==> config.mk <==
export PLATFORM = sky130hd
export DESIGN_NAME = qspi_sck_timing
export DESIGN_NICKNAME = d
export VERILOG_FILES = /design/src/rtl/qspi_tim_pkg.sv /design/src/rtl/qspi_cfg_shadow.sv /design/src/rtl/qspi_sck_gen.sv /design/src/rtl/qspi_gap_cnt.sv /design/src/rtl/qspi_sck_timing.sv
export SDC_FILE = /design/constraint.sdc
export NUM_CORES = 1
export LEC_CHECK = 0
export CELL_PAD_IN_SITES_DETAIL_PLACEMENT = 0
export CELL_PAD_IN_SITES_GLOBAL_PLACEMENT = 1
export CORE_MARGIN = 2
export CORE_UTILIZATION = 40
export CTS_BUF_LIST = sky130_fd_sc_hd__clkbuf_2
export CTS_CLUSTER_SIZE = 10
export DETAILED_ROUTE_END_ITERATION = 8
export DONT_BUFFER_PORTS = 1
export GPL_TIMING_DRIVEN = 0
export PLACE_DENSITY = 0.72
export SYNTH_ARGS = -nofsm -noshare
export SYNTH_HDL_FRONTEND = slang
export SYNTH_SLANG_ARGS = --single-unit
export TNS_END_PERCENT = 100
==> constraint.sdc <==
create_clock -name clk -period 7.4 [get_ports clk]
set_input_delay 0.37 -clock clk [delete_from_list [all_inputs] [get_ports clk]]
set_output_delay 0.37 -clock clk [all_outputs]
set_load 0.05 [all_outputs]
==> src/rtl/qspi_tim_pkg.sv <==
package qspi_tim_pkg;
  typedef enum logic [1:0] {
    ST_IDLE = 2'd0,
    ST_RUN  = 2'd1,
    ST_GAP  = 2'd2
  } tim_state_t;
endpackage

==> src/rtl/qspi_cfg_shadow.sv <==
module qspi_cfg_shadow #(
  parameter int PSC_W  = 8,
  parameter int GAP_W  = 4,
  parameter int SIZE_W = 5
) (
  input  logic              clk,
  input  logic              rst,
  input  logic              load,
  input  logic [PSC_W-1:0]  cfg_psc,
  input  logic [GAP_W-1:0]  cfg_gap,
  input  logic [SIZE_W-1:0] cfg_size,
  input  logic              cfg_late,
  output logic [PSC_W-1:0]  div_m1,
  output logic [GAP_W-1:0]  gap_len,
  output logic              late,
  output logic [SIZE_W:0]   addr_bits
);
  localparam logic [PSC_W-1:0] MIN_DIV_M1 = PSC_W'(1);

  always_ff @(posedge clk) begin
    if (rst) begin
      div_m1    <= MIN_DIV_M1;
      gap_len   <= '0;
      late      <= 1'b0;
      addr_bits <= (SIZE_W+1)'(1);
    end else if (load) begin
      // a divisor of one cannot be produced by a registered clock
      div_m1    <= (cfg_psc == '0) ? MIN_DIV_M1 : cfg_psc;
      gap_len   <= cfg_gap;
      late      <= cfg_late;
      addr_bits <= {1'b0, cfg_size} + (SIZE_W+1)'(1);
    end
  end
endmodule

==> src/rtl/qspi_sck_gen.sv <==
module qspi_sck_gen #(
  parameter int PSC_W = 8
) (
  input  logic             clk,
  input  logic             rst,
  input  logic [PSC_W-1:0] div_m1,
  input  logic             restart,
  input  logic             drive,
  input  logic             late,
  output logic             wrap,
  output logic             sck,
  output logic             sample_stb
);
  localparam int CW = PSC_W + 1;

  logic [PSC_W-1:0] ph, ph_n;
  logic [CW-1:0]    div, hi_len, lo_len;
  logic             sck_n, rise_n, fall_n;

  assign div    = {1'b0, div_m1} + CW'(1);
  assign hi_len = div >> 1;
  assign lo_len = div - hi_len;
  assign wrap   = (ph == div_m1);

  always_comb begin
    if (restart || wrap) ph_n = '0;
    else                 ph_n = ph + PSC_W'(1);
    sck_n  = drive && ({1'b0, ph_n} >= lo_len);
    rise_n = !sck && sck_n;
    fall_n = sck && !sck_n;
  end

  always_ff @(posedge clk) begin
    if (rst) begin
      ph         <= '0;
      sck        <= 1'b0;
      sample_stb <= 1'b0;
    end else begin
      ph         <= ph_n;
      sck        <= sck_n;
      sample_stb <= drive && (late ? fall_n : rise_n);
    end
  end
endmodule

==> src/rtl/qspi_gap_cnt.sv <==
module qspi_gap_cnt #(
  parameter int GAP_W = 4
) (
  input  logic             clk,
  input  logic             rst,
  input  logic             clear,
  input  logic             tick,
  input  logic [GAP_W-1:0] gap_len,
  output logic             gap_over
);
  logic [GAP_W-1:0] periods;
  logic [GAP_W:0]   after_tick;

  assign after_tick = {1'b0, periods} + (GAP_W+1)'(1);
  assign gap_over   = (gap_len == '0) || (tick && (after_tick >= {1'b0, gap_len}));

  always_ff @(posedge clk) begin
    if (rst || clear) periods <= '0;
    else if (tick)    periods <= periods + GAP_W'(1);
  end
endmodule

==> src/rtl/qspi_sck_timing.sv <==
module qspi_sck_timing
  import qspi_tim_pkg::*;
#(
  parameter int PSC_W  = 8,
  parameter int GAP_W  = 4,
  parameter int SIZE_W = 5
) (
  input  logic              clk,
  input  logic              rst,
  input  logic              start_req,
  input  logic              seq_done,
  input  logic [PSC_W-1:0]  cfg_psc,
  input  logic [GAP_W-1:0]  cfg_gap,
  input  logic [SIZE_W-1:0] cfg_size,
  input  logic              cfg_late,
  output logic              sck,
  output logic              csn,
  output logic              sample_stb,
  output logic              busy,
  output logic [SIZE_W:0]   addr_bits
);
  tim_state_t       state, state_n;
  logic             pend, restart, wrap, gap_over, drive;
  logic [PSC_W-1:0] div_m1;
  logic [GAP_W-1:0] gap_len;
  logic             late;

  qspi_cfg_shadow #(.PSC_W(PSC_W), .GAP_W(GAP_W), .SIZE_W(SIZE_W)) u_shadow (
    .clk(clk), .rst(rst), .load(state == ST_IDLE),
    .cfg_psc(cfg_psc), .cfg_gap(cfg_gap), .cfg_size(cfg_size), .cfg_late(cfg_late),
    .div_m1(div_m1), .gap_len(gap_len), .late(late), .addr_bits(addr_bits)
  );

  qspi_sck_gen #(.PSC_W(PSC_W)) u_sck (
    .clk(clk), .rst(rst), .div_m1(div_m1), .restart(restart), .drive(drive),
    .late(late), .wrap(wrap), .sck(sck), .sample_stb(sample_stb)
  );

  qspi_gap_cnt #(.GAP_W(GAP_W)) u_gap (
    .clk(clk), .rst(rst), .clear(restart), .tick(wrap && (state == ST_GAP)),
    .gap_len(gap_len), .gap_over(gap_over)
  );

  always_comb begin
    state_n = state;
    restart = 1'b0;
    unique case (state)
      ST_IDLE: if (start_req || pend) begin
        state_n = ST_RUN;
        restart = 1'b1;
      end
      ST_RUN: if (seq_done && wrap) begin
        state_n = ST_GAP;
        restart = 1'b1;
      end
      ST_GAP: if (gap_over) state_n = ST_IDLE;
      default: state_n = ST_IDLE;
    endcase
  end

  assign drive = (state_n == ST_RUN);

  always_ff @(posedge clk) begin
    if (rst) begin
      state <= ST_IDLE;
      pend  <= 1'b0;
      csn   <= 1'b1;
      busy  <= 1'b0;
    end else begin
      state <= state_n;
      if (state == ST_IDLE) pend <= 1'b0;
      else if (start_req)   pend <= 1'b1;
      csn   <= (state_n != ST_RUN);
      busy  <= (state_n != ST_IDLE);
    end
  end
endmodule

**After elaboration in Yosys (flattened, before gate mapping)**

Cells that the tools add are included.

- Multiplexer cells: 10
- Add/sub/neg operators: 6
- Equal/unequal tests: 5
- Reduce and logical (&&, ||, !) cells: 18
- $lt $le $gt $ge: 2

Operators with widths:

| cell | count |
|---|---|
| 2-to-1 mux 8 bit | 2 |
| adder 8 x 1 -> 9 bit, second input constant | 1 |
| >= comparator 8 x 9 -> 1 bit | 1 |
| subtractor 9 x 8 -> 9 bit | 1 |
| adder 8 x 1 -> 8 bit, second input constant | 1 |
| equality test 8 bit | 1 |
| zero test 8 bit | 1 |
| logical AND 1 bit | 7 |
| adder 5 x 1 -> 6 bit, second input constant | 1 |
| 2-to-1 mux 2 bit | 3 |
| case mux 2 bit (3 select lines) | 1 |
| adder 4 x 1 -> 5 bit, second input constant | 1 |
| >= comparator 5 x 4 -> 1 bit | 1 |
| adder 4 x 1 -> 4 bit, second input constant | 1 |
| equality test 2 x 1 -> 1 bit, second input constant | 2 |
| zero test 4 bit | 1 |
| logical OR 1 bit | 4 |
| 2-to-1 mux 1 bit | 3 |
| equality test 2 bit, second input constant | 1 |
| zero test 1 bit | 2 |
| zero test 2 bit | 1 |
| != test 2 x 1 -> 1 bit, second input constant | 1 |
| case mux 1 bit (2 select lines) | 1 |
| nonzero test 2 bit | 1 |
| OR reduction 2 bit | 1 |

- Output and inout bits: 10
- Bits in registers: 38

**Logic depth before layout (Yosys ltp)**

- Word-level depth: 12
- Gate-level depth with buffers: 17
- Gate-level depth less buffers: 17

**By module**

Synthesis repeated with hierarchy kept, for this count alone.

- Cells, all modules: 302
- Area total of the unflattened synthesis: 2638.8 sq um

By module, submodules not included:

| module | sequential area each (sq um) | area each (sq um) | instances | cells each |
|---|---|---|---|---|
| qspi_sck_gen | 200.2 | 1355.0 | 1 | 174 |
| qspi_cfg_shadow | 380.4 | 777.0 | 1 | 75 |
| qspi_gap_cnt | 80.1 | 304.0 | 1 | 32 |
| qspi_sck_timing | 100.1 | 202.7 | 1 | 21 |

**Worst setup path before layout**

Ideal clock, no wire load.

- Path kind: reg-to-reg
- From: register u_shadow.div_m1[1]
- To: register u_sck.sample_stb
- Clock period less this slack: 4068 ps
- Arrival: 4002 ps
- Required time: 7334 ps
- Cell stages (with the launch flop): 17
- Path slack: 3332 ps
- Cells stage by stage: dfxtp_1 ha_1 nand3_1 xor2_1 ha_1 a21oi_1 nand2_1 a211oi_1 a32oi_1 xor2_1 ha_1 nand4_1 o311a_2 or3_1 a211o_1 a211o_1 a21oi_2

- Word-level cells in the longest chain between the ends: 12

RTL lines:

| what | RTL line | text |
|---|---|---|
| from (decl) | qspi_cfg_shadow.sv:13 | `output logic [PSC_W-1:0] div_m1,` |
| from (signal assigned) | qspi_cfg_shadow.sv:28 | `div_m1 <= (cfg_psc == '0) ? MIN_DIV_M1 : cfg_psc;` |
| parallel branches: the longest is 11 deep, another holds adder 8 x 1 -> 9 bit | n/a |  |
| logical AND 1 bit (*) | qspi_sck_gen.sv:41 | `sample_stb <= drive && (late ? fall_n : rise_n);` |
| to (signal assigned) | qspi_sck_gen.sv:41 |  |
| to (decl) | qspi_sck_gen.sv:12 | `output logic sample_stb` |

Mark *: on every way between the ends.
A chain may end at the register's enable or synchronous reset.

**Worst setup path in the final report**

Same ends and word-level chain as after synthesis.

==> summary.md <==
| Metric | Value |
|---|---|
| Sequential area share after synthesis | 0.308 |
| Max-slew violations | 0 |
| Setup bufs post-CTS | 0 |
| Initial antenna violation count | 0 |
| PnR worst setup slack | 2.75 ns |
| Final Hold Fails | 0 |
| Core area | ~6000 µm² |
| Largest net degree at the start of global routing | 14 |
| Drt first-iter violations | 61 |
| Cts hold-fix bufs | 0 |
| CP Cell Sequence | ha_1, nand3_1, xor2_1, ha_1, a21oi_1, nand2_1, a211oi_1, a32oi_1, xor2_1, ha_1, nand4_1, o311a_2, or3_1, a211o_1, a211o_1, a21oi_2 |
| P per Cell Area | about 190 nW/µm² |
| CP max FO | 7 |
| # nets final | about 350 |
| Die Y | 82.6 µm |
| Crit path top cell by count | ha_1 |
| Clock Sinks | 38 |
| CTS root buf | clkbuf_2 |
| Post-synthesis register bit count | 38 |
| Layout Utilization | 0.438 |
| Worst slew pin tran | 0.562 ns |
| Crit path required time | 7.74 ns |
| Synth cell types | between 40 and 50 |
| Worst-Skew Late Latency | approximately 0.41 ns |
| Pre-CTS WS | about 2.8 ns |
| Drt total wl | 5250 µm |
| Type of the most critical hold path | input pin to flop |
| WP data arrival | between 4 and 5 ns |
| Total GRT Usage | 0.174 |
| Clk slew on worst S/H paths | between 0.2 and 0.25 ns |
| Final setup viols | 0 |
| Hold worst-path end | u_shadow.gap_len[0] |
| Reg-to-reg endpoint | u_sck.sample_stb |
| Post-Synth Adder-Cell Area | 0.120 |
| CTS H-tree lvls | 2 |
| Ant. Diodes | 0 |
| Peak VDD IR | roughly 0.086 mV |
| Share of the synthesized area in the top cell type | 0.308 |
| Asr flop ratio synth | 0 |
| Worst Setup SP | u_shadow.div_m1[1] |
| PostCTS Resize Cnt | 0 |
| First-pass GRT wire length | 9040 µm |
| Status | complete, no violations |
| Total vias in the final route | roughly 2000 |
| Kind of critical path | flop to flop |
| P_leak | roughly 1.0 nW |
| TritonCTS buffer count | 5 |
| Routability cong. | around 0.79 |
| Mapped Cells | 300 |
| Post-route ant nets | 0 |
| Drt pass-1 iters | 4 |
| Full die area | 6820 µm² |
| Mux cell area share after synthesis | 0.00861 |
| CTS tree | built |
| Layout cells sized above 1 | 0.104 |
| Largest family of logic cells by synthesized area | simple AND/OR/NAND/NOR gates |
| DPL Wire Length | 4210 µm |
| Worst path slowest cell | dfxtp_1 |
| Global route overflow | 0 |
| CP peak stage delay | 0.55 ns |
| Worst Setup Start Kind | flop |
| Worst reg-to-reg path cell count | 16 |
| Input/output buffers | 0 |
| Count leader, synth | dfxtp_1 |
| Post-synth EDFFs | 0 |
| Crit path capture type | flop |
| XOR/XNOR Fraction of Synth Area | 0.134 |
| Synth Area in Compound Gates | 0.153 |
| Fin Setup TNS | 0 ns |
| Max-cap violation count | 0 |
| I/O pins | 32 |
| Relative slew slack | 0.625 |
| Hold path start | cfg_gap[0] |
| Initial Utilization | 0.415 |
| Vias in the first global route | a little over 2000 |
| Vias per cell | slightly above 5 |
| Syn avg cell area | 8.23 µm² |
| Hold depth | 2 |
| Reg2reg setup slack | approximately 2.8 ns |
| Final worst-path cycle share | 0.628 |
| RR Startpoint | u_shadow.div_m1[1] |
| Top FF cell, synth | dfxtp_1 |
| Min cycle time layout | ~4.6 ns |
| Synth warn | 0 |
| Post-synthesis instance area | between 2000 and 2500 µm² |
| Bufs on Longest Clock Path | 2 |
| Synthesis-to-layout area growth | 5.67% |
| Synth cell count leaders | dfxtp_1, nand2_1, nor2_1 |
| Syn Nets | around 350 |
| Max Fclk | between 0.2 and 0.25 GHz |
| Simple-gate share of the synthesized area | 0.218 |
| Synth top area cells | dfxtp_1, ha_1, xnor2_1 |
| Setup Skew | 0.0242 ns |
| RSZ-0062 raised after global routing | false |
| Residual DRC | 0 |
| Row Count | 28 |
| Die W | 82.6 µm |
| Cell taking the most area after synthesis | dfxtp_1 |
| Wire length per cell | about 14 µm |
==> cells by family (layout without fill, tap and decap cells) <==
| kind of cell | Yosys count | after routing |
|---|---|---|
| muxes | 2 | 2 |
| and+or+nand+nor | 114 | 114 |
| DFF | 38 | 38 |
| AOI/OAI and AO/OA | 54 | 54 |
| buffers and inverters | 32 | 40 |
| xor gates and xnor gates | 37 | 37 |
| adders and majority gates | 23 | 23 |
==> worst max-delay path: cells and delay by family (launching register included) <==
family	cells	cell delay [ns]
simple gates	4	0.68
compound gates	7	1.85
flops	1	0.55
xor+xnor	2	0.51
fa+ha+maj	3	1.00
==> per-stage QoR <==
step | cells | cell area [µm²] | hold WS, ns | total power [W]
6_report | 383 | 2610 | 0.0546 | 0.000486
5_1_grt | 383 | 2610 | 0.000606 | 0.000524
4_1_cts | 383 | 2610 | 0.0220 | 0.000494
3_5_place_dp | 375 | 2560 | 0.468 | 0.000394
3_3_place_gp | 375 | 2560 | 0.462 | 0.000391
2_1_floorplan | 300 | 2470 | 0.449 | 0.000363
==> worst max path at each step <==
stage | to | slack (ns)
final | u_sck.sample_stb | 2.75
after global routing | u_sck.sample_stb | 2.46
after CTS | u_sck.sample_stb | 2.78
after detailed placement | u_sck.sample_stb | 2.83
after global placement | u_sck.sample_stb | 2.84
after floorplan | u_sck.sample_stb | 3.33
==> power by group <==
group          switching, W  internal (W)  leakage, nW
registers         0.0000256      0.000217        0.312
logic             0.0000806     0.0000636        0.706
clock network     0.0000756     0.0000232       0.0289
total              0.000182      0.000304         1.05
==> flip-flops by register name, summed over array words and instances (netlist names) <==
| register | flops |
|---|---|
| u_sck.ph | 8 |
| u_shadow.div_m1 | 8 |
| u_shadow.addr_bits | 6 |
| u_gap.periods | 4 |
| u_shadow.gap_len | 4 |
| state | 2 |
| busy | 1 |
| csn | 1 |
| pend | 1 |
| u_sck.sample_stb | 1 |
| u_sck.sck | 1 |
| u_shadow.late | 1 |
==> routing by layer <==
layer	share of wire	vias to the layer above	track usage
met5	0	-	0
met4	0.0069	0	0.0557
met3	0.041	6	0.0467
met2	0.48	23	0.302
met1	0.47	892	0.210
li1	-	1038	-
==> layout make-up <==
cell class	instances	area [µm²]
fillers	655	3350
multi-input cells	230	1570
flip-flops and latches	38	761
well taps	75	93.8
plain buffers	13	72.6
inverters	19	71.3
clock buffers	5	25.0
clock inverters	3	21.3
==> cells in the final DEF, fill, tap and decap left out, types with 2 or more instances in the layout <==
cell type,count
a211o_1,6
a211oi_1,5
a21o_1,4
a21oi_1,21
and3_1,2
buf_1,2
clkbuf_1,6
clkbuf_2,7
dfxtp_1,38
ha_1,22
inv_1,19
nand2_1,36
nand2b_1,3
nand3_1,10
nand4_1,5
nor2_1,36
nor3_1,5
nor4_1,2
o21ai_0,5
or2_2,7
or3_1,2
xnor2_1,22
xor2_1,14
Note: power is estimated with default switching activity, not from simulation.
